[config.mk]
export PLATFORM = sky130hd
export DESIGN_NAME = bitslice_alu_disp
export DESIGN_NICKNAME = d
export VERILOG_FILES = /design/src/rtl/bitslice_alu_pkg.sv /design/src/rtl/alu_slice.sv /design/src/rtl/alu_ripple.sv /design/src/rtl/hex_digit_dec.sv /design/src/rtl/bitslice_alu_disp.sv
export SDC_FILE = /design/constraint.sdc
export NUM_CORES = 1
export LEC_CHECK = 0
export ABC_CLOCK_PERIOD_IN_PS = 8200
export BUFFER_PORTS_ARGS = -buffer_cell sky130_fd_sc_hd__buf_2
export CELL_PAD_IN_SITES_DETAIL_PLACEMENT = 1
export CELL_PAD_IN_SITES_GLOBAL_PLACEMENT = 2
export CORE_ASPECT_RATIO = 1.75
export CORE_MARGIN = 10
export CORE_UTILIZATION = 25
export DETAILED_ROUTE_END_ITERATION = 10
export MAX_ROUTING_LAYER = met4
export PLACE_DENSITY_LB_ADDON = 0.1
export SYNTH_ARGS = -nofsm -noshare
export SYNTH_HDL_FRONTEND = slang
export SYNTH_SLANG_ARGS = --single-unit
[constraint.sdc]
create_clock -name vclk -period 8.2
set_clock_uncertainty 0.05 [all_clocks]
set_input_delay 1.23 -clock vclk [all_inputs]
set_output_delay 1.23 -clock vclk [all_outputs]
set_load 0.05 [all_outputs]
[src/rtl/bitslice_alu_pkg.sv]
package bitslice_alu_pkg;

    typedef enum logic [1:0] {
        FN_AND  = 2'b00,
        FN_OR   = 2'b01,
        FN_NOTB = 2'b10,
        FN_ADD  = 2'b11
    } alu_fn_e;

    typedef struct packed {
        logic opa;
        logic opb;
        logic and_r;
        logic or_r;
        logic notb_r;
        logic sum_r;
        logic carry_r;
    } slice_res_t;

    localparam int SEG_W   = 7;
    localparam int DIGIT_W = 4;

    function automatic logic [SEG_W-1:0] hex_glyph(input logic [DIGIT_W-1:0] v);
        logic [SEG_W-1:0] g;
        case (v)
            4'h0: g = 7'h3F;
            4'h1: g = 7'h06;
            4'h2: g = 7'h5B;
            4'h3: g = 7'h4F;
            4'h4: g = 7'h66;
            4'h5: g = 7'h6D;
            4'h6: g = 7'h7D;
            4'h7: g = 7'h07;
            4'h8: g = 7'h7F;
            4'h9: g = 7'h6F;
            4'hA: g = 7'h77;
            4'hB: g = 7'h7C;
            4'hC: g = 7'h39;
            4'hD: g = 7'h5E;
            4'hE: g = 7'h79;
            default: g = 7'h71;
        endcase
        return g;
    endfunction

endpackage

[src/rtl/alu_slice.sv]
module alu_slice
    import bitslice_alu_pkg::*;
(
    input  logic    a_i,
    input  logic    b_i,
    input  logic    ena_i,
    input  logic    enb_i,
    input  logic    inva_i,
    input  alu_fn_e fn_i,
    input  logic    cin_i,
    output logic    y_o,
    output logic    cout_o
);

    slice_res_t res_d;

    // Operand conditioning and every candidate result of this bit
    always_comb begin
        res_d        = '0;
        res_d.opa    = (a_i & ena_i) ^ inva_i;
        res_d.opb    = b_i & enb_i;
        res_d.and_r  = res_d.opa & res_d.opb;
        res_d.or_r   = res_d.opa | res_d.opb;
        res_d.notb_r = ~res_d.opb;
        res_d.sum_r  = res_d.opa ^ res_d.opb ^ cin_i;
        res_d.carry_r = (res_d.opa & res_d.opb)
                      | ((res_d.opa ^ res_d.opb) & cin_i);
    end

    // Function select as a multiplexer over the candidates
    always_comb begin
        y_o    = 1'b0;
        cout_o = 1'b0;
        case (fn_i)
            FN_AND:  y_o = res_d.and_r;
            FN_OR:   y_o = res_d.or_r;
            FN_NOTB: y_o = res_d.notb_r;
            default: begin
                y_o    = res_d.sum_r;
                cout_o = res_d.carry_r;
            end
        endcase
    end

endmodule

[src/rtl/alu_ripple.sv]
module alu_ripple
    import bitslice_alu_pkg::*;
#(
    parameter int WIDTH = 3
) (
    input  logic [WIDTH-1:0] a_i,
    input  logic [WIDTH-1:0] b_i,
    input  logic             ena_i,
    input  logic             enb_i,
    input  logic             inva_i,
    input  alu_fn_e          fn_i,
    input  logic             cin_i,
    output logic [WIDTH-1:0] y_o,
    output logic             cout_o
);

    logic [WIDTH:0] carry_d;

    assign carry_d[0] = cin_i;

    for (genvar i = 0; i < WIDTH; i++) begin : g_slice
        alu_slice u_slice (
            .a_i    (a_i[i]),
            .b_i    (b_i[i]),
            .ena_i  (ena_i),
            .enb_i  (enb_i),
            .inva_i (inva_i),
            .fn_i   (fn_i),
            .cin_i  (carry_d[i]),
            .y_o    (y_o[i]),
            .cout_o (carry_d[i+1])
        );
    end

    assign cout_o = carry_d[WIDTH];

endmodule

[src/rtl/hex_digit_dec.sv]
module hex_digit_dec
    import bitslice_alu_pkg::*;
#(
    parameter int VAL_W = 4
) (
    input  logic [VAL_W-1:0] val_i,
    output logic [SEG_W-1:0] seg_o
);

    logic [DIGIT_W-1:0] nib_d;

    if (VAL_W == DIGIT_W) begin : g_exact
        assign nib_d = val_i;
    end else if (VAL_W < DIGIT_W) begin : g_pad
        assign nib_d = {{(DIGIT_W-VAL_W){1'b0}}, val_i};
    end else begin : g_trunc
        assign nib_d = val_i[DIGIT_W-1:0];
    end

    always_comb begin
        seg_o = hex_glyph(nib_d);
    end

endmodule

[src/rtl/bitslice_alu_disp.sv]
module bitslice_alu_disp
    import bitslice_alu_pkg::*;
#(
    parameter int WIDTH = 3
) (
    input  logic [WIDTH-1:0] a_i,
    input  logic [WIDTH-1:0] b_i,
    input  logic             ena_i,
    input  logic             enb_i,
    input  logic             inva_i,
    input  logic [1:0]       func_i,
    input  logic             cin_i,
    output logic [WIDTH-1:0] result_o,
    output logic             cout_o,
    output logic [6:0]       seg_o
);

    localparam int DISP_W = WIDTH + 1;

    alu_fn_e          fn_d;
    logic [WIDTH-1:0] y_d;
    logic             co_d;
    logic [DISP_W-1:0] disp_d;

    always_comb begin
        fn_d   = alu_fn_e'(func_i);
        disp_d = {co_d, y_d};
    end

    alu_ripple #(.WIDTH(WIDTH)) u_ripple (
        .a_i    (a_i),
        .b_i    (b_i),
        .ena_i  (ena_i),
        .enb_i  (enb_i),
        .inva_i (inva_i),
        .fn_i   (fn_d),
        .cin_i  (cin_i),
        .y_o    (y_d),
        .cout_o (co_d)
    );

    hex_digit_dec #(.VAL_W(DISP_W)) u_digit (
        .val_i (disp_d),
        .seg_o (seg_o)
    );

    assign result_o = y_d;
    assign cout_o   = co_d;

endmodule

==> results of run 1 <==
## layout by cell type, fill, tap and decap left out, types with 3 or more instances in the layout
master,Yosys,final
buf_2,1,23
inv_1,12,12
nand2_1,13,13
ha_1,13,13
a21oi_1,7,7
nor2_1,7,7
xnor2_1,3,3
fa_1,3,3
nor3_1,3,3
## through the flow
stage	hold WS, ps	worst slack (ps)
floorplan	2927	2371
global placement	3128	2565
detailed placement	3173	2518
CTS	3173	2512
global route	3241	2086
finish	3146	2617
## tightest hold or removal path, stage by stage
cell	delay [ps]
buf_2	190
a2bb2oi_2	180
nand3_1	90
o21ai_0	70
buf_2	210
## layout make-up
class | count | area (um2) | area share [%]
multi-input cells | 66 | 516.7 | 72.97
repair buffers | 23 | 115.1 | 16.25
well taps | 25 | 31.28 | 4.417
inverters | 12 | 45.04 | 6.360
## report_power, final
group / leakage [nW] / total, mW / internal [mW] / switching, mW
clock network: 0 / 0 / 0 / 0
logic: 0.393 / 0.0895 / 0.0247 / 0.0648
registers: 0 / 0 / 0 / 0
## logic make-up (layout without fill, tap and decap cells)
kind of cell | count (synthesis) | in the layout
buffers and inverters | 19 | 35
adder cells (fa/ha/maj) | 16 | 16
AO/OA/AOI/OAI | 16 | 16
multiplexers | 3 | 3
XOR/XNOR | 4 | 4
AND/OR/NAND/NOR | 27 | 27
## worst max path at each step
| stage | startpoint | to | slack (ps) |
|---|---|---|---|
| after CTS | ena_i | seg_o[3] | 2510 |
| after global routing | ena_i | seg_o[3] | 2090 |
| after detailed placement | ena_i | seg_o[3] | 2520 |
| final | ena_i | seg_o[3] | 2620 |
| after floorplan | a_i[0] | seg_o[3] | 2370 |
| after global placement | inva_i | seg_o[3] | 2570 |
## per-layer routing
metal | part of all wire (%) | up-vias | wire length, um
li1 | - | 303 | -
met5 | 0 | - | 0
met3 | 5.8 | 2 | 100
met4 | 1.2 | 0 | 20
met1 | 33 | 281 | 581
met2 | 60 | 18 | 1034
==> summary.txt, run 1 <==
via count - 604
Hold-fix buffers, CTS - 0
syn_nets - 113
Area contributors post-synth - ha_1, fa_1, nand2_1
post-CTS setup buffer count - 0
total power - 0.08948 mW
cts repair resizes - 0
dpl hpwl - 1627 um
Compound-Gate Fraction of Synth Area - 15.96%
DIE HEIGHT - 85.85 um
vias in the first global route - 696
Crit Path Class - in2out
Slew headroom - 66.26%
register area share after synthesis - 0%
minimum clock period - 5583 ps
# clk buffers - 0
number of remaining DRC errors - 0
fin crit share - 68.09%
final wirelength - 1736 um
mux share of post-synthesis cell area - 6.869%
vias per cell - 4.794
Fin Setup TNS - 0 ps
Hold Violations, Final - 0
drt first pass iters - 4
Power Density - 126.4 mW/mm2
gr usage total - 7.384%
grt ovf - 0
crit-path max FO - 6
initial drt markers - 10
hold path startpoint - func_i[0]
Pleak - 0.3934 nW
slowest cell delay on critical path - 430 ps
Global Route met2 Usage - 15.00%
XOR/XNOR Fraction of Synth Area - 5.657%
dpl cells - 126
number of cells on the critical path - 16
Worst-Margin Slew - 505.6 ps
Max rail drop VDD - 0.02869 mV
initial core utilization - 26.57%
Req. time, crit path - 6920 ps
io pins - 23
Netlist Area Pre-Place - 619.3 um2
Final Instance Area - 708.2 um2
Seq cells - 0
max-slew violation count - 0
Hold Path Depth - 5
worst hold path class - in2out
max_cap viols - 0
row count - 23
area grow syn2layout - 14.34%
synthesized area per cell - 7.286 um2
Core Area - 0.002331 mm2
synth cell count leaders - ha_1, nand2_1, inv_1
Adder-Cell Fraction of Synth Area - 35.96%
die area - 0.004947 mm2
CP max stage cell - a21oi_1
CP top delay family - adder cells
routed wire length per instance - 13.78 um
Crit path buffers/inverters - 4
grt met1 use - 7.113%
Final Util - 30.38%
filler instances - 313
die width - 57.63 um
area leader, netlist - ha_1
final number of setup-violating endpoints - 0
largest family of logic cells by synthesized area - adder cells
first-pass GRT wire length - 3146 um
grt peak-use layer - met2
Buffers on Ports - 23
initial antenna violation count - 0
register area - 0 um2
synth warn - 0
nets - 131
Post-DRT Antenna Nets - 0
post-synth top area share - 26.26%
status - finished, final reports clean
Max Freq - 0.1791 GHz
crit start category - input port
post-synthesis cell type count - 23
Post-Synthesis Cells - 85
simple-gate share of the synthesized area - 18.99%
CP Capture Type - primary output
WP data arrival - 4300 ps
# diodes - 0
Worst Hold Path EP - seg_o[3]
share of cells above drive strength 1 - 25.74%
RSZ-0062 raised after global routing - no
gpl congestion - 0.7909
Placed Area - 708.2 um2
largest net degree at the start of global routing - 14
CP cell instances - buf_2 > nand2_1 > xnor2_1 > inv_1 > fa_1 > nor2_1 > fa_1 > nand2_1 > o21ai_0 > a21oi_1 > inv_1 > ha_1 > nor2_1 > a21oi_1 > o21ai_0 > buf_2
GRT met3 Usage - 1.034%
Post-Layout Cell Count - 126
No activity file was read; power rests on OpenSTA's default activity.
==> run 2, diff against run 1 <==
--- a/config.mk
+++ b/config.mk
@@ -5,7 +5,7 @@
 export SDC_FILE = /design/constraint.sdc
 export NUM_CORES = 1
 export LEC_CHECK = 0
-export ABC_CLOCK_PERIOD_IN_PS = 8200
+export ABC_CLOCK_PERIOD_IN_PS = 4800
 export BUFFER_PORTS_ARGS = -buffer_cell sky130_fd_sc_hd__buf_2
 export CELL_PAD_IN_SITES_DETAIL_PLACEMENT = 1
 export CELL_PAD_IN_SITES_GLOBAL_PLACEMENT = 2
==> constraint.sdc (replaced) <==
create_clock -name vclk -period 4.8
set_clock_uncertainty 0.05 [all_clocks]
set_input_delay 0.72 -clock vclk [all_inputs]
set_output_delay 0.72 -clock vclk [all_outputs]
set_load 0.05 [all_outputs]
==> run 2 against run 1 <==
Global-route usage up 0.14 points. Utilization up 0.64 points. Sequential share of layout area unchanged. Sequential cell count unchanged. Critical path type unchanged. Highest routed layer unchanged.
==> summary.txt, run 2 (same netlist as run 1, synthesis figures left out) <==
routed wire length per instance - 14.09 um (was 13.78 um)
Post-DRT Antenna Nets - 0 (unchanged)
row count - 23 (unchanged)
minimum clock period - 4378 ps
Buffers on Ports - 23 (unchanged)
Max rail drop VDD - 0.05614 mV (was 0.02869 mV)
Final Worst Setup Slack - 421.8 ps (was 2617 ps)
worst hold path class - in2out (unchanged)
WP data arrival - 3610 ps (was 4300 ps)
cts repair resizes - 0 (unchanged)
initial antenna violation count - 0 (unchanged)
post-CTS setup buffer count - 0 (unchanged)
RSZ-0062 raised after global routing - no (unchanged)
DIE HEIGHT - 85.85 um (unchanged)
Worst-Margin Slew - 370.6 ps (was 505.6 ps)
Pleak - 0.4028 nW (was 0.3934 nW)
commonest non-fill, non-tap cell in the layout - buf_2 (unchanged)
# diodes - 0 (unchanged)
vias in the first global route - 710 (was 696)
Power Density - 220.9 mW/mm2 (was 126.4 mW/mm2)
Slew headroom - 75.26% (was 66.26%)
Seq cells - 0 (unchanged)
CP Capture Type - primary output (unchanged)
fin crit share - 91.21%
vias per cell - 4.852 (was 4.794)
Crit Path Class - in2out (unchanged)
most frequent cells in the layout - buf_2, nand2_1, ha_1 (unchanged)
total power - 0.1597 mW (was 0.08948 mW)
final wirelength - 1804 um (was 1736 um)
crit-path max FO - 4 (was 6)
Fin Setup TNS - 0 ps (unchanged)
area grow syn2layout - 16.77% (was 14.34%)
Core Area - 0.002331 mm2 (unchanged)
first-pass GRT wire length - 3153 um (was 3146 um)
grt ovf - 0 (unchanged)
Max Freq - 0.2284 GHz
initial core utilization - 26.57% (unchanged)
share of cells above drive strength 1 - 27.18% (was 25.74%)
Hold-fix buffers, CTS - 0 (unchanged)
dpl hpwl - 1681 um (was 1627 um)
Hold Violations, Final - 0 (unchanged)
io pins - 23 (unchanged)
max-slew violation count - 0 (unchanged)
worst slack, placed - 377.1 ps (was 2518 ps)
Worst Hold Slack - 2025 ps (was 3146 ps)
gpl congestion - 0.8338 (was 0.7909)
drt first pass iters - 4 (unchanged)
initial drt markers - 2 (was 10)
die width - 57.63 um (unchanged)
# clk buffers - 0 (unchanged)
max_cap viols - 0 (unchanged)
register area - 0 um2 (unchanged)
crit start category - input port (unchanged)
gr usage total - 7.523% (was 7.384%)
largest net degree at the start of global routing - 14 (unchanged)
status - finished, final reports clean (unchanged)
final number of setup-violating endpoints - 0 (unchanged)
Req. time, crit path - 4030 ps (was 6920 ps)
die area - 0.004947 mm2 (unchanged)
number of remaining DRC errors - 0 (unchanged)
nets - 133 (was 131)
via count - 621 (was 604)
-- run 2: metrics by stage --
stage / instance area [um2] / utilization, % / instances
2_1_floorplan: 619.3 / - / 85
3_3_place_gp: 723.2 / 31.03 / 128
6_report: 723.2 / 31.03 / 128
3_5_place_dp: 723.2 / 31.03 / 128
4_1_cts: 723.2 / 31.03 / 128
5_1_grt: 723.2 / 31.03 / 128
-- run 2: per-layer routing --
metal,routed length [um],track usage [%]
met2,1067,15.78
met4,21,1.073
met3,88,0.7386
met1,625,6.833
met5,0,-
-- run 2: worst paths after layout --
kind,startpoint,end,slack [ps],depth (start not counted)
hold / removal,func_i[0],result_o[2],2030,4
setup / recovery,ena_i,seg_o[1],420,16
-- run 2: report_power, final --
group	internal, mW	switching, mW
Sequential	0	0
Clock	0	0
Combinational	0.0455	0.114
-- run 2: area by class of cell --
| cell class | instances | area [um2] |
|---|---|---|
| Inverter | 12 | 45.04 |
| Tap cell | 25 | 31.28 |
| Fill cell | 310 | 1608 |
| Multi-Input combinational cell | 66 | 516.7 |
| Timing Repair Buffer | 25 | 130.1 |
-- run 2: worst max-delay path: stages --
cell      delay (ps)
buf_2            100
nand2_1           60
xnor2_1          200
inv_1            110
fa_1             410
nor2_1           170
fa_1             440
nand2_1           70
o21ai_0           80
a21oi_1          210
inv_1            120
ha_1             310
nor2_1           110
a211oi_1          60
a31oi_1          140
buf_2            290
==> run 3, diff against run 2 <==
--- a/config.mk
+++ b/config.mk
@@ -5,8 +5,9 @@
 export SDC_FILE = /design/constraint.sdc
 export NUM_CORES = 1
 export LEC_CHECK = 0
-export ABC_CLOCK_PERIOD_IN_PS = 4800
+export ABC_CLOCK_PERIOD_IN_PS = 3600
 export BUFFER_PORTS_ARGS = -buffer_cell sky130_fd_sc_hd__buf_2
+export CAP_MARGIN = 20
 export CELL_PAD_IN_SITES_DETAIL_PLACEMENT = 1
 export CELL_PAD_IN_SITES_GLOBAL_PLACEMENT = 2
 export CORE_ASPECT_RATIO = 1.75
==> constraint.sdc (replaced) <==
create_clock -name vclk -period 3.6
set_clock_uncertainty 0.05 [all_clocks]
set_input_delay 0.54 -clock vclk [all_inputs]
set_output_delay 0.54 -clock vclk [all_outputs]
set_load 0.05 [all_outputs]
==> run 3 against run 2 <==
The flow now finishes with violations (negative setup slack). Total power grew 120%. First-iteration DRC count grew to 5.5 times the previous value. Highest routed layer unchanged. Die area unchanged. Largest cell class unchanged. Final area rose by 73%. Critical path depth unchanged. Non-clock buffer count is 31 higher. Global-route usage grew 1.5 points. Via count increased by 19%. Sequential cell count stayed put. Setup slack worse by 430 ps.
==> summary.txt, run 3 (same netlist as run 1, synthesis figures left out) <==
minimum clock period - 3611 ps
largest net degree at the start of global routing - 11 (was 14)
status - finished with violations (was finished, final reports clean)
fin crit share - 100.3%
CP top delay family - adder cells (unchanged)
final number of setup-violating endpoints - 1 (was 0)
Slew headroom - 82.15% (was 75.26%)
first-pass GRT wire length - 3732 um (was 3153 um)
commonest non-fill, non-tap cell in the layout - buf_4 (was buf_2)
Final Instance Area - 0.001249 mm2 (was 723.2 um2)
Placed Area - 0.001033 mm2 (was 723.2 um2)
io pins - 23 (unchanged)
via count - 741 (was 621)
Final Worst Setup Slack - -11.10 ps (was 421.8 ps)
worst hold path class - in2out (unchanged)
Max Freq - 0.2769 GHz
total power - 0.3541 mW (was 0.1597 mW)
Hold Violations, Final - 0 (unchanged)
nets - 164 (was 133)
share of cells above drive strength 1 - 65.67% (was 27.18%)
routed wire length per instance - 14.01 um (was 14.09 um)
Buffers on Ports - 23 (unchanged)
grt ovf - 0 (unchanged)
RSZ-0062 raised after global routing - yes (was no)
gpl congestion - 0.7520 (was 0.8338)
CP max stage cell - fa_1 (unchanged)
initial drt markers - 11 (was 2)
Fin Setup TNS - -11.10 ps (was 0 ps)
DIE HEIGHT - 85.85 um (unchanged)
number of remaining DRC errors - 0 (unchanged)
crit start category - input port (unchanged)
initial antenna violation count - 0 (unchanged)
Final Util - 53.57% (was 31.03%)
worst slack, placed - -296.7 ps (was 377.1 ps)
Crit Path Class - in2out (unchanged)
drt first pass iters - 2 (was 4)
row count - 23 (unchanged)
# clk buffers - 0 (unchanged)
Core Area - 0.002331 mm2 (unchanged)
CP Capture Type - primary output (unchanged)
most frequent cells in the layout - buf_4, buf_2, ha_1 (was buf_2, nand2_1, ha_1)
dpl hpwl - 1881 um (was 1681 um)
Seq cells - 0 (unchanged)
die area - 0.004947 mm2 (unchanged)
max-slew violation count - 0 (unchanged)
Max rail drop VDD - 0.1074 mV (was 0.05614 mV)
initial core utilization - 26.57% (unchanged)
Worst Hold Slack - 1727 ps (was 2025 ps)
CP cell instances - buf_8 > nand2_4 > xnor2_4 > inv_2 > fa_2 > nor2_4 > fa_2 > nand3_2 > fa_1 > mux2i_1 > a2bb2oi_2 > inv_2 > nor3_2 > buf_4 > nor2_4 > buf_8 (was buf_2 > nand2_1 > xnor2_1 > inv_1 > fa_1 > nor2_1 > fa_1 > nand2_1 > o21ai_0 > a21oi_1 > inv_1 > ha_1 > nor2_1 > a211oi_1 > a31oi_1 > buf_2)
die width - 57.63 um (unchanged)
Crit path buffers/inverters - 5 (was 4)
Post-Layout Cell Count - 159 (was 128)
vias per cell - 4.660 (was 4.852)
gr usage total - 9.069% (was 7.523%)
dpl cells - 153 (was 128)
Power Density - 283.6 mW/mm2 (was 220.9 mW/mm2)
WP data arrival - 3020 ps (was 3610 ps)
Pleak - 0.6210 nW (was 0.4028 nW)
Post-DRT Antenna Nets - 0 (unchanged)
Req. time, crit path - 3010 ps (was 4030 ps)
Worst-Margin Slew - 265.8 ps (was 370.6 ps)
max_cap viols - 0 (unchanged)
register area - 0 um2 (unchanged)
vias in the first global route - 876 (was 710)
# diodes - 0 (unchanged)
crit-path max FO - 4 (unchanged)
Hold-fix buffers, CTS - 0 (unchanged)
area grow syn2layout - 101.6% (was 16.77%)
final wirelength - 2228 um (was 1804 um)
failing checks - negative setup slack
slowest cell delay on critical path - 480 ps (was 440 ps)
==> run 3: cell types whose count changed in the layout (fill, tap and decap cells not counted), sizes merged <==
cell | before | now
buf | 25 | 56
==> run 3: report_power, final <==
part	switching [mW]	internal (mW)
Clock	0	0
Sequential	0	0
Combinational	0.200	0.154
==> run 3: worst min-delay path, delay by kind of cell <==
kind | cells | cell delay, ps
AOI/OAI and AO/OA | 1 | 80
buffers and inverters | 4 | 620
==> run 3: layer usage <==
layer  GRT usage [%]  up-vias  share of wire (%)
met1           6.583      350                 30
met2           21.08       16                 66
li1                -      373                  -
met3           1.034        2                2.8
met5               -        -                  0
met4          0.8584        0                1.2
==> run 3: repair_timing <==
action                                  in CTS  in global routing
resized for setup                           36                  8
gates cloned                                 1                  0
pin swaps                                   13                  9
endpoints found under the setup margin       7                  7
setup buffers                                6                  1
==> run 3: layout make-up <==
type                       count  area (um2)
tap                           25       31.28
timing repair buffer          56       452.9
inverter                      12       45.04
fill                         276        1082
multi-input combinational     66       719.4
==> run 3: final timing paths <==
path                  cells after the start          end       from  slack [ps]
worst max-delay path                     16     seg_o[5]      ena_i         -10
worst min-delay path                      5  result_o[1]  func_i[0]        1730
